===== src/rtl/smr_pkg.sv =====
package smr_pkg;
  // security byte bit positions
  localparam int SEC_OPEN   = 6;
  localparam int SEC_LOCK   = 4;
  localparam int SEC_GLOBAL = 3;
  // extension byte bit positions
  localparam int EXT_HIGH   = 7;
  localparam int EXT_SZ_LSB = 1;
  localparam int EXT_SEG_EN = 0;

  localparam logic [7:0] SEC_MASK_NORMAL = 8'h58;
  localparam logic [7:0] SEC_MASK_LOCKED = 8'h00;
  localparam logic [7:0] EXT_MASK_NORMAL = 8'h87;
  localparam logic [7:0] EXT_MASK_LOCKED = 8'h00;
  localparam logic [7:0] SEC_RESET       = 8'h00;
  localparam logic [7:0] EXT_RESET       = 8'h00;

  localparam logic [2:0] SEL_RAM  = 3'b001;
  localparam logic [2:0] SEL_PCI  = 3'b010;
  localparam logic [2:0] SEL_HOLE = 3'b100;

  // strobes from the control stage to the route datapath
  typedef struct packed {
    logic       openEn;
    logic       globalEn;
    logic       highEn;
    logic       segOn;
    logic [1:0] segCode;
  } ctrl_s;
endpackage


===== src/rtl/smr_cfg_ctrl.sv =====
module smr_cfg_ctrl
  import smr_pkg::*;
#(
  parameter int                 CFG_DW_AW = 6,
  parameter logic [CFG_DW_AW+1:0] SEC_OFS = 8'h48,
  parameter logic [CFG_DW_AW+1:0] EXT_OFS = 8'h49
) (
  input  logic                 clk,
  input  logic                 rstN,
  input  logic                 cfgWe,
  input  logic [CFG_DW_AW-1:0] cfgDwAddr,
  input  logic [3:0]           cfgBe,
  input  logic [31:0]          cfgWdata,
  output ctrl_s                ctrlOut,
  output logic                 lockedOut
);
  localparam int NBYTE = 2;

  logic [7:0] regQ   [NBYTE];
  logic [7:0] regD   [NBYTE];
  logic [7:0] laneDat[NBYTE];
  logic       laneHit[NBYTE];
  logic [7:0] wrMask [NBYTE];
  logic       lockNow;

  assign lockNow = regQ[0][SEC_LOCK];

  genvar g;
  generate
    for (g = 0; g < NBYTE; g++) begin : gByte
      localparam logic [CFG_DW_AW+1:0] OFS = (g == 0) ? SEC_OFS : EXT_OFS;
      localparam int LANE = int'(OFS[1:0]);
      localparam logic [7:0] MASK_N = (g == 0) ? SEC_MASK_NORMAL : EXT_MASK_NORMAL;
      localparam logic [7:0] MASK_L = (g == 0) ? SEC_MASK_LOCKED : EXT_MASK_LOCKED;
      localparam logic [7:0] RST_V  = (g == 0) ? SEC_RESET : EXT_RESET;

      assign laneHit[g] = cfgWe && (cfgDwAddr == OFS[CFG_DW_AW+1:2]) && cfgBe[LANE];
      assign laneDat[g] = cfgWdata[8*LANE +: 8];
      assign wrMask[g]  = lockNow ? MASK_L : MASK_N;

      always_ff @(posedge clk) begin
        if (!rstN) regQ[g] <= RST_V;
        else       regQ[g] <= regD[g];
      end
    end
  endgenerate

  always_comb begin
    for (int i = 0; i < NBYTE; i++) begin
      regD[i] = laneHit[i] ? ((regQ[i] & ~wrMask[i]) | (laneDat[i] & wrMask[i]))
                           : regQ[i];
    end
    // a set lock always wins over open
    if (regD[0][SEC_LOCK]) regD[0][SEC_OPEN] = 1'b0;
  end

  assign ctrlOut.openEn   = regQ[0][SEC_OPEN];
  assign ctrlOut.globalEn = regQ[0][SEC_GLOBAL];
  assign ctrlOut.highEn   = regQ[1][EXT_HIGH];
  assign ctrlOut.segOn    = regQ[1][EXT_SEG_EN];
  assign ctrlOut.segCode  = regQ[1][EXT_SZ_LSB +: 2];
  assign lockedOut        = lockNow;
endmodule


===== src/rtl/smr_route_dp.sv =====
module smr_route_dp
  import smr_pkg::*;
#(
  parameter int                ADDR_W = 32,
  parameter logic [ADDR_W-1:0] TOP    = 32'h8000_0000
) (
  input  logic [ADDR_W-1:0] accAddr,
  input  logic              accSmm,
  input  ctrl_s             ctrl,
  output logic [2:0]        tgtSel,
  output logic [ADDR_W-1:0] fwdAddr
);
  localparam logic [ADDR_W-1:0] LOW_BASE  = ADDR_W'(32'h000A_0000);
  localparam logic [ADDR_W-1:0] WIN_SIZE  = ADDR_W'(32'h0002_0000);
  localparam logic [ADDR_W-1:0] HIGH_BASE = ADDR_W'(32'hFEDA_0000);
  localparam logic [ADDR_W-1:0] LOW_END   = LOW_BASE + WIN_SIZE;
  localparam logic [ADDR_W-1:0] HIGH_END  = HIGH_BASE + WIN_SIZE;
  localparam logic [ADDR_W-1:0] ALIAS_OFS = HIGH_BASE - LOW_BASE;

  logic [ADDR_W-1:0] segBytes;
  logic [ADDR_W-1:0] segBase;
  logic inSeg, inLow, inHigh, lowRam, highRam, smmWin;

  always_comb begin
    segBytes = '0;
    if (ctrl.segOn) begin
      unique case (ctrl.segCode)
        2'd0:    segBytes = ADDR_W'(32'h0010_0000);
        2'd1:    segBytes = ADDR_W'(32'h0020_0000);
        2'd2:    segBytes = ADDR_W'(32'h0080_0000);
        default: segBytes = '0;
      endcase
    end
  end

  assign segBase = TOP - segBytes;
  assign inSeg   = (segBytes != '0) && (accAddr >= segBase) && (accAddr < TOP);
  assign inLow   = (accAddr >= LOW_BASE) && (accAddr < LOW_END);
  assign inHigh  = (accAddr >= HIGH_BASE) && (accAddr < HIGH_END);

  // SMM view overlays the normal view only where global enable maps it
  assign smmWin  = accSmm && ctrl.globalEn;
  assign lowRam  = (smmWin && !ctrl.highEn) || (ctrl.openEn && !ctrl.highEn);
  assign highRam = (smmWin && ctrl.highEn)  || (ctrl.openEn && ctrl.highEn);

  always_comb begin
    fwdAddr = accAddr;
    if (inSeg) begin
      if (accSmm) begin
        tgtSel = SEL_RAM;
      end else begin
        tgtSel = SEL_HOLE;
        fwdAddr = {accAddr[ADDR_W-1:2], 2'b00};
      end
    end else if (inLow) begin
      tgtSel = lowRam ? SEL_RAM : SEL_PCI;
    end else if (inHigh && highRam) begin
      tgtSel = SEL_RAM;
      fwdAddr = accAddr - ALIAS_OFS;
    end else begin
      tgtSel = (accAddr < TOP) ? SEL_RAM : SEL_PCI;
    end
  end
endmodule


===== src/rtl/smr_access_router.sv =====
module smr_access_router
  import smr_pkg::*;
#(
  parameter int                    ADDR_W      = 32,
  parameter logic [ADDR_W-1:0]     BELOW4G_TOP = 32'h8000_0000,
  parameter int                    CFG_DW_AW   = 6,
  parameter logic [CFG_DW_AW+1:0]  SEC_OFS     = 8'h48,
  parameter logic [CFG_DW_AW+1:0]  EXT_OFS     = 8'h49
) (
  input  logic                 clk,
  input  logic                 rstN,
  input  logic                 cfgWe,
  input  logic [CFG_DW_AW-1:0] cfgDwAddr,
  input  logic [3:0]           cfgBe,
  input  logic [31:0]          cfgWdata,
  input  logic [ADDR_W-1:0]    accAddr,
  input  logic                 accSmm,
  output logic [2:0]           tgtSel,
  output logic [ADDR_W-1:0]    fwdAddr
);
  ctrl_s ctrlBus;
  logic  lockedQ;

  smr_cfg_ctrl #(
    .CFG_DW_AW(CFG_DW_AW), .SEC_OFS(SEC_OFS), .EXT_OFS(EXT_OFS)
  ) uCtrl (
    .clk(clk), .rstN(rstN), .cfgWe(cfgWe), .cfgDwAddr(cfgDwAddr),
    .cfgBe(cfgBe), .cfgWdata(cfgWdata), .ctrlOut(ctrlBus), .lockedOut(lockedQ)
  );

  smr_route_dp #(
    .ADDR_W(ADDR_W), .TOP(BELOW4G_TOP)
  ) uRoute (
    .accAddr(accAddr), .accSmm(accSmm), .ctrl(ctrlBus),
    .tgtSel(tgtSel), .fwdAddr(fwdAddr)
  );
endmodule


===== config.mk =====
export PLATFORM = sky130hd
export DESIGN_NAME = smr_access_router
export DESIGN_NICKNAME = d
export VERILOG_FILES = /design/src/rtl/smr_pkg.sv /design/src/rtl/smr_cfg_ctrl.sv /design/src/rtl/smr_route_dp.sv /design/src/rtl/smr_access_router.sv
export SDC_FILE = /design/constraint.sdc
export NUM_CORES = 1
export LEC_CHECK = 0
export BUFFER_PORTS_ARGS = -buffer_cell sky130_fd_sc_hd__buf_4
export CORE_MARGIN = 2
export CORE_UTILIZATION = 35
export CTS_BUF_LIST = sky130_fd_sc_hd__clkbuf_8
export CTS_CLUSTER_SIZE = 10
export DETAILED_ROUTE_END_ITERATION = 10
export GPL_TIMING_DRIVEN = 0
export PLACE_DENSITY = 0.78
export SYNTH_ARGS = -nofsm -noshare
export SYNTH_HDL_FRONTEND = slang
export SYNTH_SLANG_ARGS = --single-unit

===== constraint.sdc =====
create_clock -name clk -period 6.9 [get_ports clk]
set_clock_uncertainty 0.15 [all_clocks]
set_input_delay 1.38 -clock clk [delete_from_list [all_inputs] [get_ports clk]]
set_output_delay 1.38 -clock clk [all_outputs]
set_load 0.02 [all_outputs]

After elaboration in Yosys (flattened, before gate mapping)
Memory sizes are Yosys's and may differ from the RTL's.
Index checks and enable logic that the tools add are counted.

storage, ports and cells
  output and inout port bits = 35
  bits in writable memories = 16
  memories kept = 1
  flip-flop bits (word level) = 0
  logic and storage cells = 61
  bits in latches = 0
  memory bits (read-only) = 0

cells by class
  add/sub/neg operators = 2
  shift-type cells = 0
  div/mod/pow operators = 0
  $lt $le $gt $ge = 6
  multiplexer cells = 21
  bitwise logic cells = 10
  multipliers = 0
  equality and inequality tests = 3
  reduce and logical (&&, ||, !) cells = 18

memory list
  memory      depth  width  rd ports  clocked after memory_dff  write ports  line                source
  uCtrl.regQ  2      8      2         0                         2            smr_cfg_ctrl.sv:19  logic [7:0] regQ [NBYTE];

operators with widths
  kind                      number
  $mux W32                  4
  $pmux W24 S3              1
  $lt A32 B32 Y1 const B    2
  $mux W8                   5
  $and A8 B8 Y8             4
  $ge A32 B20 Y1 const B    1
  $ge A32 B32 Y1            1
  $ge A32 B32 Y1 const B    1
  $lt A32 B20 Y1 const B    1
  $reduce_bool A32 Y1       1
  $sub A32 B32 Y32 const A  1
  $sub A32 B32 Y32 const B  1
  $not A8 Y8                2
  $or A8 B8 Y8              2
  $logic_and A1 B1 Y1       13
  $mux W3                   4
  $mux W7                   1
  $eq A6 B5 Y1 const B      1
  $mux W2                   3
  $mux W1                   3
  $eq A2 B1 Y1 const B      1
  $eq A2 B2 Y1 const B      1
  $logic_not A2 Y1          1
  $logic_or A1 B1 Y1        2
  other kinds (2)           3

Logic depth before layout (Yosys ltp)
An unclocked memory read counts as a cell.

  word-level depth = 9
  mapped depth = 12
  mapped depth without buffers = 12

By module
From an unflattened synthesis, not the netlist that was laid out.

second synthesis, totals
  cells, all modules = 143
  area, all modules = 1077.3 um2

by module, submodules not included
  module        area each (um2)  cells an instance  instances
  smr_route_dp  740.7            107                1
  smr_cfg_ctrl  336.6            36                 1

Least setup slack after synthesis
Ideal clock, no wire load.

  kind = input to output
  from = in accAddr[21]
  to = out fwdAddr[0]
  data required time = 5370 ps
  slack = 2419 ps
  buffers on the path = 0
  cell stages on the path = 6
  data arrival time = 2951 ps
  path through = ha_1 nor2b_1 o211ai_1 a21oi_1 o41a_2 nor2b_1

on the way
  word-level cells in the longest chain between the ends = 6
  elaborated cells on any way between the ends = 14
  classes of those cells = order compare (6); mux (3); reduce/logical (5)

ends and longest elaborated chain
  what                                              line                     source
  start: declaration                                smr_access_router.sv:16  input logic [ADDR_W-1:0] accAddr,
  $ge A32 B32 Y1 or $lt A32 B32 Y1 (tied branches)  smr_route_dp.sv:39       assign inHigh = (accAddr >= HIGH_BASE) && (accAddr < HIGH_END);
  $logic_and A1 B1 Y1                               smr_route_dp.sv:39
  $logic_and A1 B1 Y1                               smr_route_dp.sv:57       end else if (inHigh && highRam) begin
  $mux W32                                          smr_route_dp.sv:57
  $mux W32                                          smr_route_dp.sv:55       end else if (inLow) begin
  $mux W32 (*)                                      smr_route_dp.sv:48       if (inSeg) begin
  end: declaration                                  smr_access_router.sv:19  output logic [ADDR_W-1:0] fwdAddr

Mark *: on every way between the ends. The rest lies on a longest branch, timed or not.

Final worst setup path
  from = in accAddr[31]
  to = out tgtSel[0]

on the way
  word-level cells in the longest chain between the ends = 6
  elaborated cells on any way between the ends = 15
  classes of those cells = order compare (6); mux (4); reduce/logical (5)

ends and longest elaborated chain
  what                                              line                     source
  $ge A32 B32 Y1 or $lt A32 B32 Y1 (tied branches)  smr_route_dp.sv:39
  $logic_and A1 B1 Y1                               smr_route_dp.sv:39
  $logic_and A1 B1 Y1                               smr_route_dp.sv:57
  $mux W3                                           smr_route_dp.sv:57
  $mux W3                                           smr_route_dp.sv:55
  $mux W3 (*)                                       smr_route_dp.sv:48
  end: declaration                                  smr_access_router.sv:18  output logic [2:0] tgtSel,

Marks and branches as above.

==> flow_summary.json <==
{
  "status": "finished, final reports clean",
  "dp_cells": 278,
  "r2r_setup_slack_ns": 5.68,
  "synth_cells": 150,
  "cts_sinks": 7,
  "synth-seq-cells": 7,
  "leakage_nw": 0.938,
  "slew_viol_final": 0,
  "grt_max_degree": 10,
  "wirelength_um": 3320,
  "post-route-min-period_ns": 4.70,
  "wire_per_inst_um": 11.8,
  "clock_latency_ns": 0.23,
  "drive_above_1_share_pct": 48.3,
  "cts_resized": 0,
  "drtIter0Drc": 44,
  "hold_buffers": 0,
  "hold_violations": 0,
  "ys_async_sr_fraction_pct": 0,
  "seq_area_frac_synth_pct": 12.0,
  "ys_warn_count": 0,
  "synth.distinct_cells": 46,
  "max-cap-violations": 0,
  "drt_pass1_iterations": 4,
  "hold_path.class": "flop to flop",
  "cp-end-kind": "primary output",
  "path_class": "input port to primary output",
  "grt_pass1_vias": 1316,
  "syn_to_final_growth_pct": 62.7,
  "required_ns": 5.37,
  "antennaDiodeCount": 0,
  "cts_root_buf": "clkbuf_8",
  "fp.dieH_um": 61.7,
  "rows": 20,
  "die_area_mm2": 0.00381,
  "track_usage_pct": 17.8,
  "nets": 328,
  "max_freq_mhz": 213,
  "setup_viol": 0,
  "setup_tns_ns": 0,
  "io_pins": 113,
  "coreArea_mm2": 0.00310,
  "post-place-ws_ns": 2.19,
  "reg2reg_depth": 3,
  "globalRouteOverflowTotal": 0,
  "r2r-start": "uCtrl.regQ[0][4]$_SDFF_PN0_",
  "p_per_area_mw_per_mm2": 95.2,
  "gp_congestion": 0.774,
  "netlist_area_mm2": 0.00116,
  "postRouteAntennaNets": 0,
  "whs_ns": 0.299,
  "clk_pin_slew_ns": 0.04,
  "io_buffers": 84,
  "synth.avg_cell_area_um2": 7.77,
  "die_width_um": 61.7,
  "vdd_drop_max_uv": 55.6,
  "viasPerCell": 5.01,
  "antenna_found_initial": 0,
  "synth_edf_count": 0,
  "cts_max_level": 1,
  "dpl.hpwl_um": 2920,
  "crit_fanout": 5,
  "fin_crit_sh_pct": 68.2,
  "setup_slack_ns": 2.20,
  "rsz0062_at_grt": "false",
  "cts_setup_buffers": 0,
  "arrival_ns": 3.17,
  "dr_total_vias": 1414,
  "tightest_slew_ns": 0.655,
  "start_util_pct": 37.5,
  "grt_pass1_wl_um": 5280,
  "relSlewSlack_pct": 55.2,
  "cts_tree": "done",
  "synth_nets": 239,
  "ys.flop_type": "dfxtp_1",
  "hold_depth": 2,
  "crit_path_start_kind": "input port",
  "layoutNonFillerInstCount": 282,
  "cts_buffers": 3,
  "clock_path_buffers": 2,
  "final.fill_count": 310,
  "drc_errors": 0
}
==> layout make-up <==
class                      instances  area [um^2]  area share, %
multi-input combinational        111          837           44.2
timing repair buffer              84          631           33.3
sequential                         7          140           7.39
buffer                            19          139           7.33
tap                               44         55.1           2.90
inverter                          13         48.8           2.57
clock buffer                       3         41.3           2.18
clock inverter                     1         3.75          0.198
==> stage by stage <==
step                      util (%)  area [um^2]  total power (W)
after CTS                     61.1         1900         0.000183
final                         61.1         1900         0.000180
after floorplan                  -         1160        0.0000792
after detailed placement      59.6         1850         0.000126
after global routing          61.1         1900         0.000192
after global placement        59.6         1850         0.000125
==> synth_stat cells, types with 5 or more instances <==
| cell type | n | share of area [%] |
|---|---|---|
| buf_4 | 18 | 12 |
| inv_1 | 13 | 4.2 |
| ha_1 | 11 | 12 |
| nor2b_1 | 9 | 4.8 |
| nand2_1 | 8 | 2.6 |
| dfxtp_1 | 7 | 12 |
| a21oi_1 | 6 | 2.6 |
| mux2i_1 | 5 | 4.3 |
| nor4_1 | 5 | 2.7 |
| o211ai_1 | 5 | 3.2 |
==> cell families (layout without fill, tap and decap cells) <==
group | after synthesis | after routing | share of synthesized area [%]
AO/OA/AOI/OAI | 30 | 30 | 18.7
XOR/XNOR | 2 | 2 | 1.50
adder cells (fa/ha/maj) | 11 | 11 | 11.8
buffers and inverters | 32 | 120 | 16.1
flip-flops | 7 | 7 | 12.0
multiplexers | 5 | 5 | 4.30
AND/OR/NAND/NOR | 63 | 63 | 35.6
==> critical path, stage by stage <==
cell and delay [ns]:
buf_4 0.13, ha_1 0.29, nand4_1 0.12, or4_4 0.55, nor4_4 0.24, nor4_1 0.10, a31oi_2 0.20, buf_4 0.16
==> cells in the final DEF, fill, tap and decap left out, types with 2 or more instances in the layout <==
cell type and n:
a21oi_1 6, a31oi_1 4, and2_1 3, and3_1 2, buf_4 102, clkbuf_8 3, dfxtp_1 7, ha_1 11
inv_1 14, mux2i_1 5, nand2_1 8, nand2b_1 2, nand3_1 4, nand3b_1 4, nand4_1 4, nor2_1 4
nor2b_1 9, nor3_1 3, nor3b_1 2, nor4_1 5, nor4b_1 2, o211ai_1 5, o21a_1 4, o21ai_1 2
==> layer usage <==
layer / GRT usage, % / wire, um / vias to the layer above
met4: 3.34 / 10 / 0
met2: 30.8 / 1720 / 44
met5: 0 / 0 / -
met3: 4.35 / 190 / 2
li1: - / - / 720
met1: 22.6 / 1400 / 648
==> worst max path at each step <==
stage | from | endpoint | slack, ns | depth (start not counted)
finish | accAddr[31] | tgtSel[0] | 2.20 | 8
global route | accAddr[31] | tgtSel[1] | 2.07 | 8
CTS | accAddr[31] | tgtSel[1] | 2.19 | 8
detailed placement | accAddr[31] | tgtSel[1] | 2.19 | 8
global placement | accAddr[31] | tgtSel[1] | 2.21 | 8
floorplan | accAddr[21] | fwdAddr[0] | 2.42 | 6
==> where the power goes <==
group / total [W] / switching [W] / internal (W) / leakage [nW]
logic: 0.0000838 / 0.0000382 / 0.0000457 / 0.855
registers: 0.0000408 / 0.0000000844 / 0.0000407 / 0.0564
clock network: 0.0000557 / 0.0000173 / 0.0000384 / 0.0269
total: 0.000180 / 0.0000556 / 0.000125 / 0.938
Power figures use the tool's default switching activity.
